==> src/rtl/pp_pkg.sv <==
package pp_pkg;
  typedef enum logic [1:0] {
    PK_NIB  = 2'b00,
    PK_BYTE = 2'b01,
    PK_HALF = 2'b10,
    PK_RSVD = 2'b11
  } pk_mode_e;

  localparam int PIX_W = 16;
endpackage

==> src/rtl/pp_packer.sv <==
module pp_packer
  import pp_pkg::*;
#(
  parameter int ENTRY_W = 8
) (
  input  logic                 clk,
  input  logic                 rst,
  input  logic                 flush,
  input  logic [1:0]           mode,
  input  logic                 pix_valid,
  input  logic [PIX_W-1:0]     pix_data,
  input  logic                 wr_ok,
  output logic                 wr_req,
  output logic                 wr_two,
  output logic [2*ENTRY_W-1:0] wr_data
);
  localparam int NIB_W = ENTRY_W / 2;

  logic             half_q;
  logic [NIB_W-1:0] hold_q;

  always_comb begin
    wr_req  = 1'b0;
    wr_two  = 1'b0;
    wr_data = '0;
    case (pk_mode_e'(mode))
      PK_NIB: begin
        wr_req  = pix_valid & half_q;
        wr_data = {{ENTRY_W{1'b0}}, pix_data[NIB_W-1:0], hold_q};
      end
      PK_HALF: begin
        wr_req  = pix_valid;
        wr_two  = 1'b1;
        wr_data = pix_data[2*ENTRY_W-1:0];
      end
      default: begin
        wr_req  = pix_valid;
        wr_data = {{ENTRY_W{1'b0}}, pix_data[ENTRY_W-1:0]};
      end
    endcase
  end

  always_ff @(posedge clk) begin
    if (rst || flush) begin
      half_q <= 1'b0;
      hold_q <= '0;
    end else if (pk_mode_e'(mode) != PK_NIB) begin
      half_q <= 1'b0;
    end else if (pix_valid) begin
      if (!half_q) begin
        hold_q <= pix_data[NIB_W-1:0];
        half_q <= 1'b1;
      end else if (wr_ok) begin
        half_q <= 1'b0;
      end
    end
  end

  AST_HALF_IN_NIB: assert property (@(posedge clk) disable iff (rst)
    half_q |-> $past(mode) == PK_NIB) else $error("AST_HALF_IN_NIB");
  AST_NIB_FIRST_NO_WRITE: assert property (@(posedge clk) disable iff (rst)
    (mode == PK_NIB && !half_q) |-> !wr_req) else $error("AST_NIB_FIRST_NO_WRITE");
endmodule

==> src/rtl/pp_shift_store.sv <==
module pp_shift_store #(
  parameter int DEPTH   = 16,
  parameter int ENTRY_W = 8,
  localparam int CW     = $clog2(DEPTH + 1)
) (
  input  logic                 clk,
  input  logic                 rst,
  input  logic                 flush,
  input  logic                 wr_req,
  input  logic                 wr_two,
  input  logic [2*ENTRY_W-1:0] wr_data,
  input  logic                 pop,
  output logic                 wr_ok,
  output logic [ENTRY_W-1:0]   rd_data,
  output logic [CW-1:0]        count,
  output logic                 full,
  output logic                 empty,
  output logic                 overflow,
  output logic                 underflow
);
  logic [ENTRY_W-1:0] mem [DEPTH];
  logic [CW-1:0]      cnt_q;
  logic               full_q, empty_q, ovf_q, unf_q;
  logic               pop_eff;
  logic [CW:0]        need, avail, base, cnt_nxt;

  always_comb begin
    pop_eff = pop && !flush && (cnt_q != '0);
    need    = wr_two ? (CW+1)'(2) : (CW+1)'(1);
    avail   = (CW+1)'(DEPTH) - (CW+1)'(cnt_q) + (CW+1)'(pop_eff);
    base    = (CW+1)'(cnt_q) - (CW+1)'(pop_eff);
    wr_ok   = wr_req && !flush && (need <= avail);
    cnt_nxt = base + (wr_ok ? need : '0);
  end

  for (genvar i = 0; i < DEPTH; i++) begin : g_ent
    logic [ENTRY_W-1:0] above;
    if (i < DEPTH - 1) begin : g_mid
      assign above = mem[i+1];
    end else begin : g_top
      assign above = mem[i];
    end

    always_ff @(posedge clk) begin
      if (rst) begin
        mem[i] <= '0;
      end else if (wr_ok && base == (CW+1)'(i)) begin
        mem[i] <= wr_data[ENTRY_W-1:0];
      end else if (wr_ok && wr_two && base + 1'b1 == (CW+1)'(i)) begin
        mem[i] <= wr_data[2*ENTRY_W-1:ENTRY_W];
      end else if (pop_eff && (CW+1)'(i + 1) < (CW+1)'(cnt_q)) begin
        mem[i] <= above;
      end
    end
  end

  always_ff @(posedge clk) begin
    if (rst || flush) begin
      cnt_q   <= '0;
      full_q  <= 1'b0;
      empty_q <= 1'b1;
      ovf_q   <= 1'b0;
      unf_q   <= 1'b0;
    end else begin
      cnt_q   <= cnt_nxt[CW-1:0];
      full_q  <= (cnt_nxt == (CW+1)'(DEPTH));
      empty_q <= (cnt_nxt == '0);
      if (wr_req && !wr_ok) ovf_q <= 1'b1;
      if (pop && cnt_q == '0) unf_q <= 1'b1;
    end
  end

  assign rd_data   = mem[0];
  assign count     = cnt_q;
  assign full      = full_q;
  assign empty     = empty_q;
  assign overflow  = ovf_q;
  assign underflow = unf_q;

  AST_COUNT_BOUND: assert property (@(posedge clk) disable iff (rst)
    cnt_q <= CW'(DEPTH)) else $error("AST_COUNT_BOUND");
  AST_FULL_FLAG: assert property (@(posedge clk) disable iff (rst)
    full_q == (cnt_q == CW'(DEPTH))) else $error("AST_FULL_FLAG");
  AST_EMPTY_FLAG: assert property (@(posedge clk) disable iff (rst)
    empty_q == (cnt_q == '0)) else $error("AST_EMPTY_FLAG");
  AST_SHIFT_DOWN: assert property (@(posedge clk) disable iff (rst)
    (pop && !flush && cnt_q > CW'(1)) |=> rd_data == $past(mem[1])) else $error("AST_SHIFT_DOWN");
  AST_BLOCKED_HOLD: assert property (@(posedge clk) disable iff (rst)
    (wr_req && !wr_ok && !pop && !flush) |=> ($stable(cnt_q) && $stable(rd_data)))
    else $error("AST_BLOCKED_HOLD");
  AST_OVF_STICKY: assert property (@(posedge clk) disable iff (rst)
    (ovf_q && !flush) |=> ovf_q) else $error("AST_OVF_STICKY");
  AST_UNF_HOLD: assert property (@(posedge clk) disable iff (rst)
    (pop && cnt_q == '0 && !wr_req && !flush) |=> ($stable(rd_data) && unf_q && cnt_q == '0))
    else $error("AST_UNF_HOLD");
  AST_PAIR_COUNT: assert property (@(posedge clk) disable iff (rst)
    (pop && cnt_q != '0 && wr_req && !wr_two && !flush) |=> $stable(cnt_q))
    else $error("AST_PAIR_COUNT");
  AST_FLUSH_CLEARS: assert property (@(posedge clk) disable iff (rst)
    flush |=> (cnt_q == '0 && !ovf_q && !unf_q)) else $error("AST_FLUSH_CLEARS");
endmodule

==> src/rtl/pix_pack_fifo.sv <==
module pix_pack_fifo
  import pp_pkg::*;
#(
  parameter int LANES   = 2,
  parameter int DEPTH   = 16,
  parameter int ENTRY_W = 8,
  localparam int CW     = $clog2(DEPTH + 1)
) (
  input  logic                   clk,
  input  logic                   rst,
  input  logic [1:0]             mode,
  input  logic                   flush,
  input  logic [LANES-1:0]       pix_valid,
  input  logic [LANES*PIX_W-1:0] pix_data,
  input  logic [LANES-1:0]       pop,
  output logic [LANES*ENTRY_W-1:0] dout,
  output logic [LANES-1:0]       full,
  output logic [LANES-1:0]       empty,
  output logic [LANES*CW-1:0]    count,
  output logic [LANES-1:0]       overflow,
  output logic [LANES-1:0]       underflow
);
  for (genvar k = 0; k < LANES; k++) begin : g_lane
    logic                 wr_req, wr_two, wr_ok;
    logic [2*ENTRY_W-1:0] wr_data;

    pp_packer #(.ENTRY_W(ENTRY_W)) u_pack (
      .clk      (clk),
      .rst      (rst),
      .flush    (flush),
      .mode     (mode),
      .pix_valid(pix_valid[k]),
      .pix_data (pix_data[k*PIX_W +: PIX_W]),
      .wr_ok    (wr_ok),
      .wr_req   (wr_req),
      .wr_two   (wr_two),
      .wr_data  (wr_data)
    );

    pp_shift_store #(.DEPTH(DEPTH), .ENTRY_W(ENTRY_W)) u_store (
      .clk      (clk),
      .rst      (rst),
      .flush    (flush),
      .wr_req   (wr_req),
      .wr_two   (wr_two),
      .wr_data  (wr_data),
      .pop      (pop[k]),
      .wr_ok    (wr_ok),
      .rd_data  (dout[k*ENTRY_W +: ENTRY_W]),
      .count    (count[k*CW +: CW]),
      .full     (full[k]),
      .empty    (empty[k]),
      .overflow (overflow[k]),
      .underflow(underflow[k])
    );
  end
endmodule

==> config.mk <==
export PLATFORM = sky130hd
export DESIGN_NAME = pix_pack_fifo
export DESIGN_NICKNAME = d
export VERILOG_FILES = /design/src/rtl/pp_pkg.sv /design/src/rtl/pp_packer.sv /design/src/rtl/pp_shift_store.sv /design/src/rtl/pix_pack_fifo.sv
export SDC_FILE = /design/constraint.sdc
export NUM_CORES = 1
export LEC_CHECK = 0
export ABC_AREA = 0
export BUFFER_PORTS_ARGS = -buffer_cell sky130_fd_sc_hd__buf_2
export CAP_MARGIN = 20
export CORE_MARGIN = 3
export CORE_UTILIZATION = 35
export CTS_CLUSTER_DIAMETER = 80
export DETAILED_ROUTE_END_ITERATION = 6
export SYNTH_ARGS = -nofsm -noshare
export SYNTH_HDL_FRONTEND = slang
export SYNTH_SLANG_ARGS = --single-unit
==> constraint.sdc <==
create_clock -name clk -period 10.5 [get_ports clk]
set_clock_uncertainty 0.05 [all_clocks]
set_input_delay 0.525 -clock clk [delete_from_list [all_inputs] [get_ports clk]]
set_output_delay 0.525 -clock clk [all_outputs]
set_load 0.02 [all_outputs]
==> summary.md <==
| Metric | Value |
|---|---|
| Outcome | finished, final reports clean |
| # hold bufs at CTS | 0 |
| Cts bufs inserted | 30 |
| # IOs | 75 |
| Static leakage | 0.00665 uW |
| Switching pwr | 671 uW |
| Worst Hold Class | in2reg |
| Netlist Area Pre-Place | 16400 sq um |
| Post-CTS setup buffers | 0 |
| Placed Area | 17200 sq um |
| Most common cell after layout, fill and taps aside | nor2_1 |
| Commonest cells after routing, fill and taps aside | nor2_1, edfxtp_1, nand2_1, a221o_1, o22ai_1 |
| Pin count of the biggest net entering global routing | 65 |
| Tcrit/Tclk final | 0.502 |
| Buffers on Ports | 74 |
| Setup violators final | 0 |
| Clock slew at reported path FFs | 0.06 ns |
| Power Density | 142 nW/um^2 |
| CTS Sinks | 284 |
| Setup CP Type | reg2reg |
| Die Span Y | 223 um |
| Root Driver | clkbuf_16 |
| Vias in the first global route | 13285 |
| Final Hold Vio Count | 0 |
| Syn nets | 1622 |
| WL/cell | 26.2 um |
| Global route overflow | 0 |
| Worst hold slack | 0.169 ns |
| Clock share of power | 0.396 |
| WHS Endpoint | g_lane[0].u_pack.half_q$_SDFFE_PP0P_ |
| Via density | 6.33 |
| CP endpoint kind | flip-flop |
| H-tree depth | 1 |
| Vias | 13991 |
| Post-route ant nets | 0 |
| Final Cell Area | 18200 sq um |
| Yosys reg bits | 284 |
| Clk buf depth | 3 |
| Maxcap violations | 0 |
| Initial antenna violation count | 1 |
| Layout Nets | 1649 |
| Post-Route WL | 57.9 mm |
| Worst Path Arrival | 5.59 ns |
| Worst-Margin Slew | 1.24 ns |
| EDFF count, synth | 256 |
| Worst reg-to-reg path cell count | 12 |
| Post_cts resized | 0 |
| Cell count after synthesis | 1561 |
| Residual DRC | 0 |
| DRT iter0 DRCs | 2026 |
| Reg2reg setup slack | 5.22 ns |
| Core area | 45900 sq um |
| Worst EP required | 10.81 ns |
| Average size of a mapped cell | 10.5 sq um |
| Share of layout cells above drive strength 1 | 0.148 |
| Min-delay src | mode[0] |
| Area of the die | 49500 sq um |
| Area Growth Syn to Fin | 11.0% |
| Worst-skew pair later-pin latency | 0.58 ns |
| Sequential area share after synthesis | 0.503 |
| Critical path startpoint category | flip-flop |
| TritonCTS clock tree | built |
| Hold Crit Depth | 2 |
| Placer Congestion | 0.997 |
| Die width | 223 um |
| Critical R2R Capture | g_lane[0].u_store.mem[0][4]$_DFFE_PP_ |
| Setup TNS | 0 ns |
| Primary FF master, synth | edfxtp_1 |
| Num rows | 78 |
| Effective utilization at floorplan | 0.358 |
| Synth warn | 0 |
| Register share of total power | 0.502 |
| # fillers | 4457 |
| Switching power share of the total | 0.259 |
| Total GRT Usage | 0.225 |
| RR Startpoint | g_lane[0].u_store.count[2]$_SDFF_PP0_ |
| CP Max Fanout | 21 |
| F_max | 190 MHz |
| Slew headroom | 0.154 |
| Minimum clock period | 5.28 ns |
| P_int | 1920 uW |
| Number of distinct library cells after synthesis | 80 |
| Post-DP HPWL | 42.8 mm |
| First-pass GRT wire length | 85.6 mm |
| Peak VDD IR | 0.119 mV |
| RSZ-0062 raised after global routing | false |
| Async SR Flop Fraction | 0 |
| Pins Over Slew Limit | 0 |
| Comb power frac | 0.102 |
| Initial DRT Pass Iterations | 6 |
synth_stat cells, types with 9 or more instances:
| library cell | count | share of area |
|---|---|---|
| nor2_1 | 259 | 0.059 |
| edfxtp_1 | 256 | 0.47 |
| nand2_1 | 147 | 0.034 |
| a221o_1 | 134 | 0.082 |
| o22ai_1 | 84 | 0.032 |
| clkbuf_1 | 60 | 0.014 |
| o21ai_0 | 49 | 0.015 |
| mux2_2 | 48 | 0.033 |
| inv_1 | 42 | 0.0096 |
| mux2i_1 | 35 | 0.021 |
| nor3_1 | 32 | 0.0098 |
| a21o_1 | 31 | 0.014 |
| a21oi_1 | 28 | 0.0085 |
| dfxtp_1 | 28 | 0.034 |
| and2_1 | 19 | 0.0072 |
| a22oi_1 | 18 | 0.0082 |
| ha_1 | 18 | 0.014 |
| nand3_1 | 18 | 0.0055 |
| a22o_1 | 17 | 0.0091 |
| nand2b_1 | 16 | 0.0061 |
| buf_1 | 13 | 0.0030 |
| buf_2 | 13 | 0.0040 |
| nor2b_1 | 12 | 0.0046 |
| o22a_1 | 11 | 0.0059 |
| buf_4 | 10 | 0.0046 |
| o221ai_1 | 10 | 0.0053 |
| or3_1 | 10 | 0.0038 |
| or2_2 | 9 | 0.0034 |
how the worst max path moves through the flow:
| stage | from | endpoint |
|---|---|---|
| 2_1_floorplan | g_lane[0].u_store.count[2]$_SDFF_PP0_ | g_lane[0].u_store.full$_SDFF_PP0_ |
| 3_3_place_gp | flush | g_lane[0].u_store.mem[0][4]$_DFFE_PP_ |
| 3_5_place_dp | mode[0] | g_lane[1].u_store.mem[2][3]$_SDFFCE_PN0P_ |
| 4_1_cts | g_lane[0].u_store.count[2]$_SDFF_PP0_ | g_lane[0].u_store.mem[0][4]$_DFFE_PP_ |
| 5_1_grt | g_lane[0].u_store.count[2]$_SDFF_PP0_ | g_lane[0].u_store.mem[0][0]$_DFFE_PP_ |
| 6_report | g_lane[0].u_store.count[2]$_SDFF_PP0_ | g_lane[0].u_store.mem[0][4]$_DFFE_PP_ |
critical path: stages, from the launching register on:
cell and delay (ns):
dfxtp_1 0.52, or2_2 0.43, nor2_1 0.32, a21boi_0 0.21
ha_1 0.27, ha_1 0.39, nor4b_1 0.39, o21ai_0 0.12
o2111ai_1 0.29, nand3_1 0.62, nor3_1 1.09, a22oi_1 0.13
o21ai_0 0.21
stage by stage:
stage	cells	worst slack (ns)	utilization	power [uW]
2_1_floorplan	1561	6.07	-	1470
3_3_place_gp	2148	5.39	0.375	1580
3_5_place_dp	2149	5.30	0.376	1580
4_1_cts	2204	5.38	0.396	2590
5_1_grt	2211	4.89	0.397	2660
6_report	2212	5.22	0.397	2590
layout make-up:
class | instances | area [sq um] | share of cell area
clock buffers | 44 | 876 | 0.0481
flip-flops and latches | 284 | 8250 | 0.453
diodes | 1 | 2.50 | 0.000137
well taps | 600 | 751 | 0.0412
multi-input cells | 1137 | 7610 | 0.418
repair buffers | 93 | 515 | 0.0283
inverters | 42 | 158 | 0.00866
clock inverters | 11 | 56.3 | 0.00309
flip-flops by register name, indices dropped and copies added (netlist names):
register	count
g_lane.u_store.underflow	2
g_lane.u_store.empty	2
g_lane.u_store.full	2
g_lane.u_store.overflow	2
g_lane.u_pack.half_q	2
g_lane.u_store.mem	256
g_lane.u_store.count	10
g_lane.u_pack.hold_q	8
power by group through the flow:
stage	registers [uW]	clock network [uW]	logic (uW)
final	1300	1020	264
after floorplan	1320	0	151
after CTS	1300	1030	257
after detailed placement	1320	0	256
after global placement	1320	0	254
after global routing	1300	1080	279
logic make-up after synthesis:
logic type | after synthesis | synth area share
simple gates | 573 | 0.164
compound gates | 447 | 0.218
flops | 284 | 0.503
buf+inv | 140 | 0.0358
mux | 85 | 0.0561
fa+ha+maj | 20 | 0.0162
xor+xnor | 12 | 0.00732
layer usage:
layer | track usage | up-vias | share of wire
li1 | - | 6112 | -
met1 | 0.341 | 6758 | 0.44
met2 | 0.311 | 957 | 0.41
met3 | 0.0429 | 162 | 0.11
met4 | 0.0917 | 2 | 0.043
met5 | 0 | - | 0.00016
Note: power is estimated with default switching activity, not from simulation.
